[src/rtl/anc_filt_pkg.sv]
package anc_filt_pkg;

   // words from the first header word through the data-count word
   localparam int HDR_SPAN  = 6;
   // fixed words around the data payload: 3 header, id, block, count, checksum
   localparam int PKT_EXTRA = 7;
   // words in a timing reference
   localparam int TRS_SPAN  = 4;

   localparam logic [9:0] WORD_LO   = 10'h000;
   localparam logic [9:0] WORD_HI   = 10'h3FF;
   localparam logic [9:0] BLK_LUMA  = 10'h040;
   localparam logic [9:0] BLK_CHROM = 10'h200;
   localparam logic [9:0] BLK_COMP  = 10'h100;

   localparam logic [7:0] EDH_ID    = 8'hF4;

   typedef enum logic [1:0] {
      RGN_IDLE = 2'd0,
      RGN_ANC  = 2'd1,
      RGN_TRS  = 2'd2
   } rgn_e;

endpackage

[src/rtl/anc_delay_line.sv]
module anc_delay_line #(
   parameter int W     = 10,
   parameter int DEPTH = 6
) (
   input  logic               clk,
   input  logic               rst_n,
   input  logic [W-1:0]       din,
   output logic [DEPTH*W-1:0] taps
);

   if (DEPTH < 1) begin : g_bad_depth
      $error("anc_delay_line: DEPTH must be at least 1");
   end

   for (genvar i = 0; i < DEPTH; i++) begin : g_stage
      logic [W-1:0] q;
      if (i == 0) begin : g_head
         always_ff @(posedge clk) begin
            if (!rst_n) q <= '0;
            else        q <= din;
         end
      end else begin : g_tail
         always_ff @(posedge clk) begin
            if (!rst_n) q <= '0;
            else        q <= g_stage[i-1].q;
         end
      end
      assign taps[i*W +: W] = q;
   end

endmodule

[src/rtl/anc_hdr_match.sv]
module anc_hdr_match
   import anc_filt_pkg::*;
#(
   parameter int W       = 10,
   parameter int NUM_IDS = 4,
   parameter int ID_BITS = 8,
   parameter int DC_BITS = 8,
   parameter int DEPTH   = 6,
   parameter int LEN_W   = 9
) (
   input  logic [DEPTH*W-1:0]         taps,
   input  logic [NUM_IDS*ID_BITS-1:0] id_table,
   output logic                       anc_start,
   output logic                       trs_start,
   output logic                       is_edh,
   output logic                       id_hit,
   output logic [LEN_W-1:0]           pkt_len
);

   // tap positions, oldest word at DEPTH-1
   localparam int T_H0  = DEPTH - 1;
   localparam int T_H1  = DEPTH - 2;
   localparam int T_H2  = DEPTH - 3;
   localparam int T_ID  = DEPTH - 4;
   localparam int T_BLK = DEPTH - 5;
   localparam int T_DC  = DEPTH - 6;

   if (DEPTH != HDR_SPAN) begin : g_bad_depth
      $error("anc_hdr_match: DEPTH must equal the header span");
   end

   logic [W-1:0] w_h0, w_h1, w_h2, w_id, w_blk, w_dc;
   assign w_h0  = taps[T_H0*W  +: W];
   assign w_h1  = taps[T_H1*W  +: W];
   assign w_h2  = taps[T_H2*W  +: W];
   assign w_id  = taps[T_ID*W  +: W];
   assign w_blk = taps[T_BLK*W +: W];
   assign w_dc  = taps[T_DC*W  +: W];

   assign anc_start = (w_h0 == W'(WORD_LO)) && (w_h1 == W'(WORD_HI)) && (w_h2 == W'(WORD_HI));
   assign trs_start = (w_h0 == W'(WORD_HI)) && (w_h1 == W'(WORD_LO)) && (w_h2 == W'(WORD_LO));

   logic [ID_BITS-1:0] id_val;
   assign id_val = w_id[ID_BITS-1:0];
   assign is_edh = (id_val == ID_BITS'(EDH_ID));

   logic [NUM_IDS-1:0] slot_hit;
   for (genvar s = 0; s < NUM_IDS; s++) begin : g_slot
      assign slot_hit[s] = (id_val == id_table[s*ID_BITS +: ID_BITS]);
   end

   assign id_hit  = (|slot_hit) && !is_edh;
   assign pkt_len = LEN_W'(PKT_EXTRA) + LEN_W'(w_dc[DC_BITS-1:0]);

   logic unused_hdr;
   assign unused_hdr = ^{w_blk, w_dc, w_id};

endmodule

[src/rtl/anc_region_seq.sv]
module anc_region_seq
   import anc_filt_pkg::*;
#(
   parameter int DC_BITS = 8,
   parameter int LEN_W   = 9
) (
   input  logic             clk,
   input  logic             rst_n,
   input  logic             anc_go,
   input  logic             trs_go,
   input  logic [LEN_W-1:0] pkt_len,
   output logic             rep,
   output logic             ph,
   output logic             busy
);

   localparam int MAX_LEFT = PKT_EXTRA + (1 << DC_BITS) - 2;

   rgn_e             kind;
   logic [LEN_W-1:0] left;
   logic             ph_q;

   assign busy = (kind != RGN_IDLE);
   assign rep  = busy || anc_go || trs_go;
   assign ph   = busy && ph_q;

   always_ff @(posedge clk) begin
      if (!rst_n) begin
         kind <= RGN_IDLE;
         left <= '0;
         ph_q <= 1'b0;
      end else if (busy) begin
         left <= left - LEN_W'(1);
         ph_q <= !ph_q;
         if (left == LEN_W'(1)) kind <= RGN_IDLE;
      end else if (anc_go) begin
         kind <= RGN_ANC;
         left <= pkt_len - LEN_W'(1);
         ph_q <= 1'b1;
      end else if (trs_go) begin
         kind <= RGN_TRS;
         left <= LEN_W'(TRS_SPAN - 1);
         ph_q <= 1'b1;
      end
   end

   // a running packet region never holds more than a full packet
   assert_len_bound_R3: assert property (@(posedge clk) disable iff (!rst_n)
      busy |-> (left != '0) && (left <= LEN_W'(MAX_LEFT)));

   // a timing-reference region never runs longer than four words
   assert_trs_span_R7: assert property (@(posedge clk) disable iff (!rst_n)
      (kind == RGN_TRS) |-> (left < LEN_W'(TRS_SPAN)));

endmodule

[src/rtl/anc_pkt_filter.sv]
module anc_pkt_filter
   import anc_filt_pkg::*;
#(
   parameter int W       = 10,
   parameter int NUM_IDS = 4,
   parameter int ID_BITS = 8,
   parameter int DC_BITS = 8
) (
   input  logic                       clk,
   input  logic                       rst_n,
   input  logic                       comp_mode,
   input  logic                       anc_del_pin,
   input  logic                       trs_del_pin,
   input  logic                       reg_sel,
   input  logic                       reg_del,
   input  logic                       reg_trs,
   input  logic [NUM_IDS*ID_BITS-1:0] id_table,
   input  logic [W-1:0]               din,
   output logic [W-1:0]               dout
);

   localparam int DEPTH = HDR_SPAN;
   localparam int LEN_W = DC_BITS + 1;

   if (W < 10) begin : g_bad_w
      $error("anc_pkt_filter: W must be at least 10");
   end
   if (ID_BITS < 8 || ID_BITS > W) begin : g_bad_id
      $error("anc_pkt_filter: ID_BITS must lie between 8 and W");
   end
   if (DC_BITS < 3 || DC_BITS > W) begin : g_bad_dc
      $error("anc_pkt_filter: DC_BITS must lie between 3 and W");
   end
   if (NUM_IDS < 1) begin : g_bad_n
      $error("anc_pkt_filter: NUM_IDS must be at least 1");
   end

   logic del_en, trs_en;
   assign del_en = anc_del_pin || (reg_sel && reg_del);
   assign trs_en = comp_mode && (trs_del_pin || (reg_sel && reg_trs));

   logic [DEPTH*W-1:0] taps;
   logic [W-1:0]       oldest;

   anc_delay_line #(.W(W), .DEPTH(DEPTH)) u_dly (
      .clk   (clk),
      .rst_n (rst_n),
      .din   (din),
      .taps  (taps)
   );

   assign oldest = taps[(DEPTH-1)*W +: W];

   logic             anc_start, trs_start, is_edh, id_hit;
   logic [LEN_W-1:0] pkt_len;

   anc_hdr_match #(
      .W(W), .NUM_IDS(NUM_IDS), .ID_BITS(ID_BITS),
      .DC_BITS(DC_BITS), .DEPTH(DEPTH), .LEN_W(LEN_W)
   ) u_hdr (
      .taps      (taps),
      .id_table  (id_table),
      .anc_start (anc_start),
      .trs_start (trs_start),
      .is_edh    (is_edh),
      .id_hit    (id_hit),
      .pkt_len   (pkt_len)
   );

   logic anc_go, trs_go, rep, ph, busy;
   assign anc_go = anc_start && id_hit && del_en;
   assign trs_go = trs_start && trs_en;

   anc_region_seq #(.DC_BITS(DC_BITS), .LEN_W(LEN_W)) u_seq (
      .clk     (clk),
      .rst_n   (rst_n),
      .anc_go  (anc_go),
      .trs_go  (trs_go),
      .pkt_len (pkt_len),
      .rep     (rep),
      .ph      (ph),
      .busy    (busy)
   );

   logic [W-1:0] blank_word;
   always_comb begin
      if (comp_mode) blank_word = W'(BLK_COMP);
      else if (ph)   blank_word = W'(BLK_LUMA);
      else           blank_word = W'(BLK_CHROM);
   end

   always_ff @(posedge clk) begin
      if (!rst_n)   dout <= '0;
      else if (rep) dout <= blank_word;
      else          dout <= oldest;
   end

   // with both removal paths off and no region running, the word leaves untouched
   assert_idle_pass_R1: assert property (@(posedge clk) disable iff (!rst_n)
      (!del_en && !trs_en && !busy) |=> (dout == $past(oldest)));

   // an EDH header outside a running region is forwarded
   assert_edh_pass_R5: assert property (@(posedge clk) disable iff (!rst_n)
      (anc_start && is_edh && !busy) |=> (dout == $past(oldest)));

   // every replaced word is one of the blanking levels
   assert_blank_level_R6: assert property (@(posedge clk) disable iff (!rst_n)
      rep |=> ((dout == W'(BLK_COMP)) || (dout == W'(BLK_LUMA)) || (dout == W'(BLK_CHROM))));

   // in component mode a timing reference is forwarded
   assert_comp_trs_keep_R8: assert property (@(posedge clk) disable iff (!rst_n)
      (trs_start && !comp_mode && !busy) |=> (dout == $past(oldest)));

endmodule

[config.mk]
export PLATFORM = sky130hd
export DESIGN_NAME = anc_pkt_filter
export DESIGN_NICKNAME = d
export VERILOG_FILES = /design/src/rtl/anc_filt_pkg.sv /design/src/rtl/anc_delay_line.sv /design/src/rtl/anc_hdr_match.sv /design/src/rtl/anc_region_seq.sv /design/src/rtl/anc_pkt_filter.sv
export SDC_FILE = /design/constraint.sdc
export NUM_CORES = 1
export LEC_CHECK = 0
export BUFFER_PORTS_ARGS = -buffer_cell sky130_fd_sc_hd__clkbuf_2
export CORE_AREA = 4 4 92 86
export DETAILED_ROUTE_END_ITERATION = 6
export DIE_AREA = 0 0 96 90
export PLACE_DENSITY = 0.69
export SLEW_MARGIN = 20
export SYNTH_ARGS = -nofsm -noshare
export SYNTH_HDL_FRONTEND = slang
export SYNTH_SLANG_ARGS = --single-unit
[constraint.sdc]
create_clock -name clk -period 2.4 [get_ports clk]
set_clock_uncertainty 0.05 [all_clocks]
set_input_delay 0.24 -clock clk [delete_from_list [all_inputs] [get_ports clk]]
set_output_delay 0.24 -clock clk [all_outputs]
set_load 0.02 [all_outputs]
==> flow_summary.ini <==
[floorplan]
rows = 29
fp.coreArea_um2 = 6930
ios = 60
start_util_pct = 49.02
die-area_um2 = 8640
fp.dieH_um = 90
die_x_um = 96

[grt]
antenna_found_initial = 0
grt_overflow = 0
track_usage_pct = 17.05
grt_pass1_vias = 2552
grt_first_pass_wirelength_um = 11670
grt_max_degree = 43

[power_and_ir_drop]
power_uw = 2557
peakVddDrop_uv = 431.5
leakagePower_uw = 0.001718
powerDensity_nw_per_um2 = 646.0

[timing]
slew_viol_final = 0
slew_headroom_pct = 66.55
hold_viol_final = 0
setup_violations = 0
period_share_pct = 86.34
worstMarginPinSlew_ns = 0.4948
setup_slack_ns = 0.3279
timing.hold.ws_ns = 0.04507
fmax_ghz = 0.4826
setup_tns_ns = 0
grt_setup_unrepaired = no
period_minus_slack_ns = 2.072

[setup_path]
cp-end-kind = flip-flop
cp_slowest_cell = or4_4
worstPathArrival_ns = 2.23
cpPeakStageDelay_ns = 0.54
crit_type = flip-flop to flip-flop
cp-start-kind = flip-flop
worstPathMaxFanout = 9
cp_cell_sequence = or4_4 -> nor2_4 -> nand4_4 -> or2_4 -> o21ai_4 -> a211oi_1
crit_required_ns = 2.56

[clocking]
clock-sinks = 82
postCtsSetupRepairBufs = 0
cts_buffers = 9
cts.repair.resized = 0
clockBufferDepth = 2
root_buffer = clkbuf_8
hold_buffers = 0
htreeDepth = 3
clk_latency_ns = 0.34
cts_tree = built
clkTransAtPathRegs_ns = 0.09

[yosys]
syn_nets = 397
synth_ff_type = dfxtp_1
synth.ff_latch_count = 82
ys_top_cells_by_area = dfxtp_1, and2_1, xor2_1, nor4_1, nand2_1
synth_top_area_share_pct = 48.32
ys_warn_count = 0
synth_cell_types = 47
ys_async_sr_fraction_pct = 0
synth_edf_count = 0
ys_seq_area_share_pct = 48.32
synth_area_um2 = 3397
syn_inst = 344
synth_top_area_cell = dfxtp_1
avgSynthCellArea_um2 = 9.875

[route]
drt_wl_total_um = 6709
drc = 0
dr.pass1.iters = 4
drt-vias-per-instance = 5.175
antenna_left = 0
num_vias = 2567
wire_per_inst_um = 13.53
drt_iter0_markers = 72

[hold_path]
min_path_type = input pin to flip-flop

[place]
place_ws_ns = 0.3392
dp_hpwl_um = 5015
gp_congestion = 0.8059
io_buffers = 59

[status]
run_status = finished, final reports clean

[finish]
utilization_pct = 57.12
area_delta_synth_final_pct = 16.54
fin_nets = 451
insertedDiodeCount = 0
drive_gt1_share_pct = 24.32

[flow_run]
max_cap_viol_count = 0
[area by class of cell]
cell class | instances | area, µm²
fill | 614 | 2972
sequential | 82 | 1642
multi-input combinational | 235 | 1640
timing repair buffer | 64 | 332.8
clock buffer | 9 | 123.9
tap | 93 | 116.4
clock inverter | 7 | 81.33
inverter | 6 | 22.52
[stage by stage]
step           cells  instance area, µm²
5_1_grt          496                3959
3_3_place_gp     480                3754
4_1_cts          496                3959
6_report         496                3959
2_1_floorplan    344                3397
3_5_place_dp     480                3754
[worst max-delay path: cells and delay by family, from the launching register on]
family,cells,cell delay [ns]
AOI/OAI and AO/OA,2,0.39
DFF,1,0.32
and+or+nand+nor,4,1.17
[report_power, final]
| part | internal (µW) | total, µW | switching, µW | leakage [µW] |
|---|---|---|---|---|
| clock network | 499 | 1010 | 513 | 0.000102 |
| logic | 71.9 | 137 | 65.4 | 0.000950 |
| registers | 1390 | 1410 | 22.2 | 0.000666 |
[layout by cell type, fill, tap and decap left out, types with 9 or more instances in the layout]
master	Yosys	final
nand2_1	19	19
clkbuf_2	0	59
and3_1	9	9
a21oi_1	11	11
xor2_1	36	36
dfxtp_1	82	82
clkbuf_8	0	9
and2_1	58	58
nor4_1	15	15
nor2_1	11	11
[synthesized netlist by cell type, types with 3 or more instances]
| master | number |
|---|---|
| dfxtp_1 | 82 |
| and2_1 | 58 |
| xor2_1 | 36 |
| nand2_1 | 19 |
| nor4_1 | 15 |
| clkbuf_1 | 14 |
| a21oi_1 | 11 |
| nor2_1 | 11 |
| and3_1 | 9 |
| nand4_1 | 8 |
| nor3_1 | 8 |
| a31oi_1 | 6 |
| inv_1 | 6 |
| buf_2 | 5 |
| nor4_2 | 4 |
| o21ai_0 | 4 |
| a211oi_1 | 3 |
| a221oi_1 | 3 |
| ha_1 | 3 |
| nand3_1 | 3 |
[routing by layer]
| metal | track usage, % | part of all wire (%) | wire length, µm |
|---|---|---|---|
| met1 | 20.30 | 45 | 3042 |
| met2 | 28.92 | 49 | 3268 |
| met3 | 5.509 | 4.7 | 318 |
| met4 | 4.739 | 1.2 | 80 |
| met5 | 0 | 0 | 0 |
[state kept, by name, indices dropped and copies added, names as in the netlist]
signal,count
u_seq.left,9
u_seq.kind,2
u_dly.g_stage.q,60
u_seq.ph_q,1
dout,10
[path summary, 6_finish.rpt]
path	start	to	slack, ns	cells past startpoint
worst max-delay path	u_dly.g_stage[5].q[7]	u_seq.left[2]	0.33	6
worst min-delay path	din[6]	u_dly.g_stage[0].q[6]	0.05	2
worst max register to register	u_dly.g_stage[5].q[7]	u_seq.left[2]	0.33	6
worst min register to register	u_dly.g_stage[0].q[9]	u_dly.g_stage[1].q[9]	0.39	1
[cells by family after synthesis]
logic type | share of synthesized area, %
fa+ha+maj | 1.105
xor+xnor | 9.797
mux | 0.5893
flops | 48.32
compound gates | 9.613
simple gates | 27.18
buf+inv | 3.388
(Power assumes the default switching activity.)
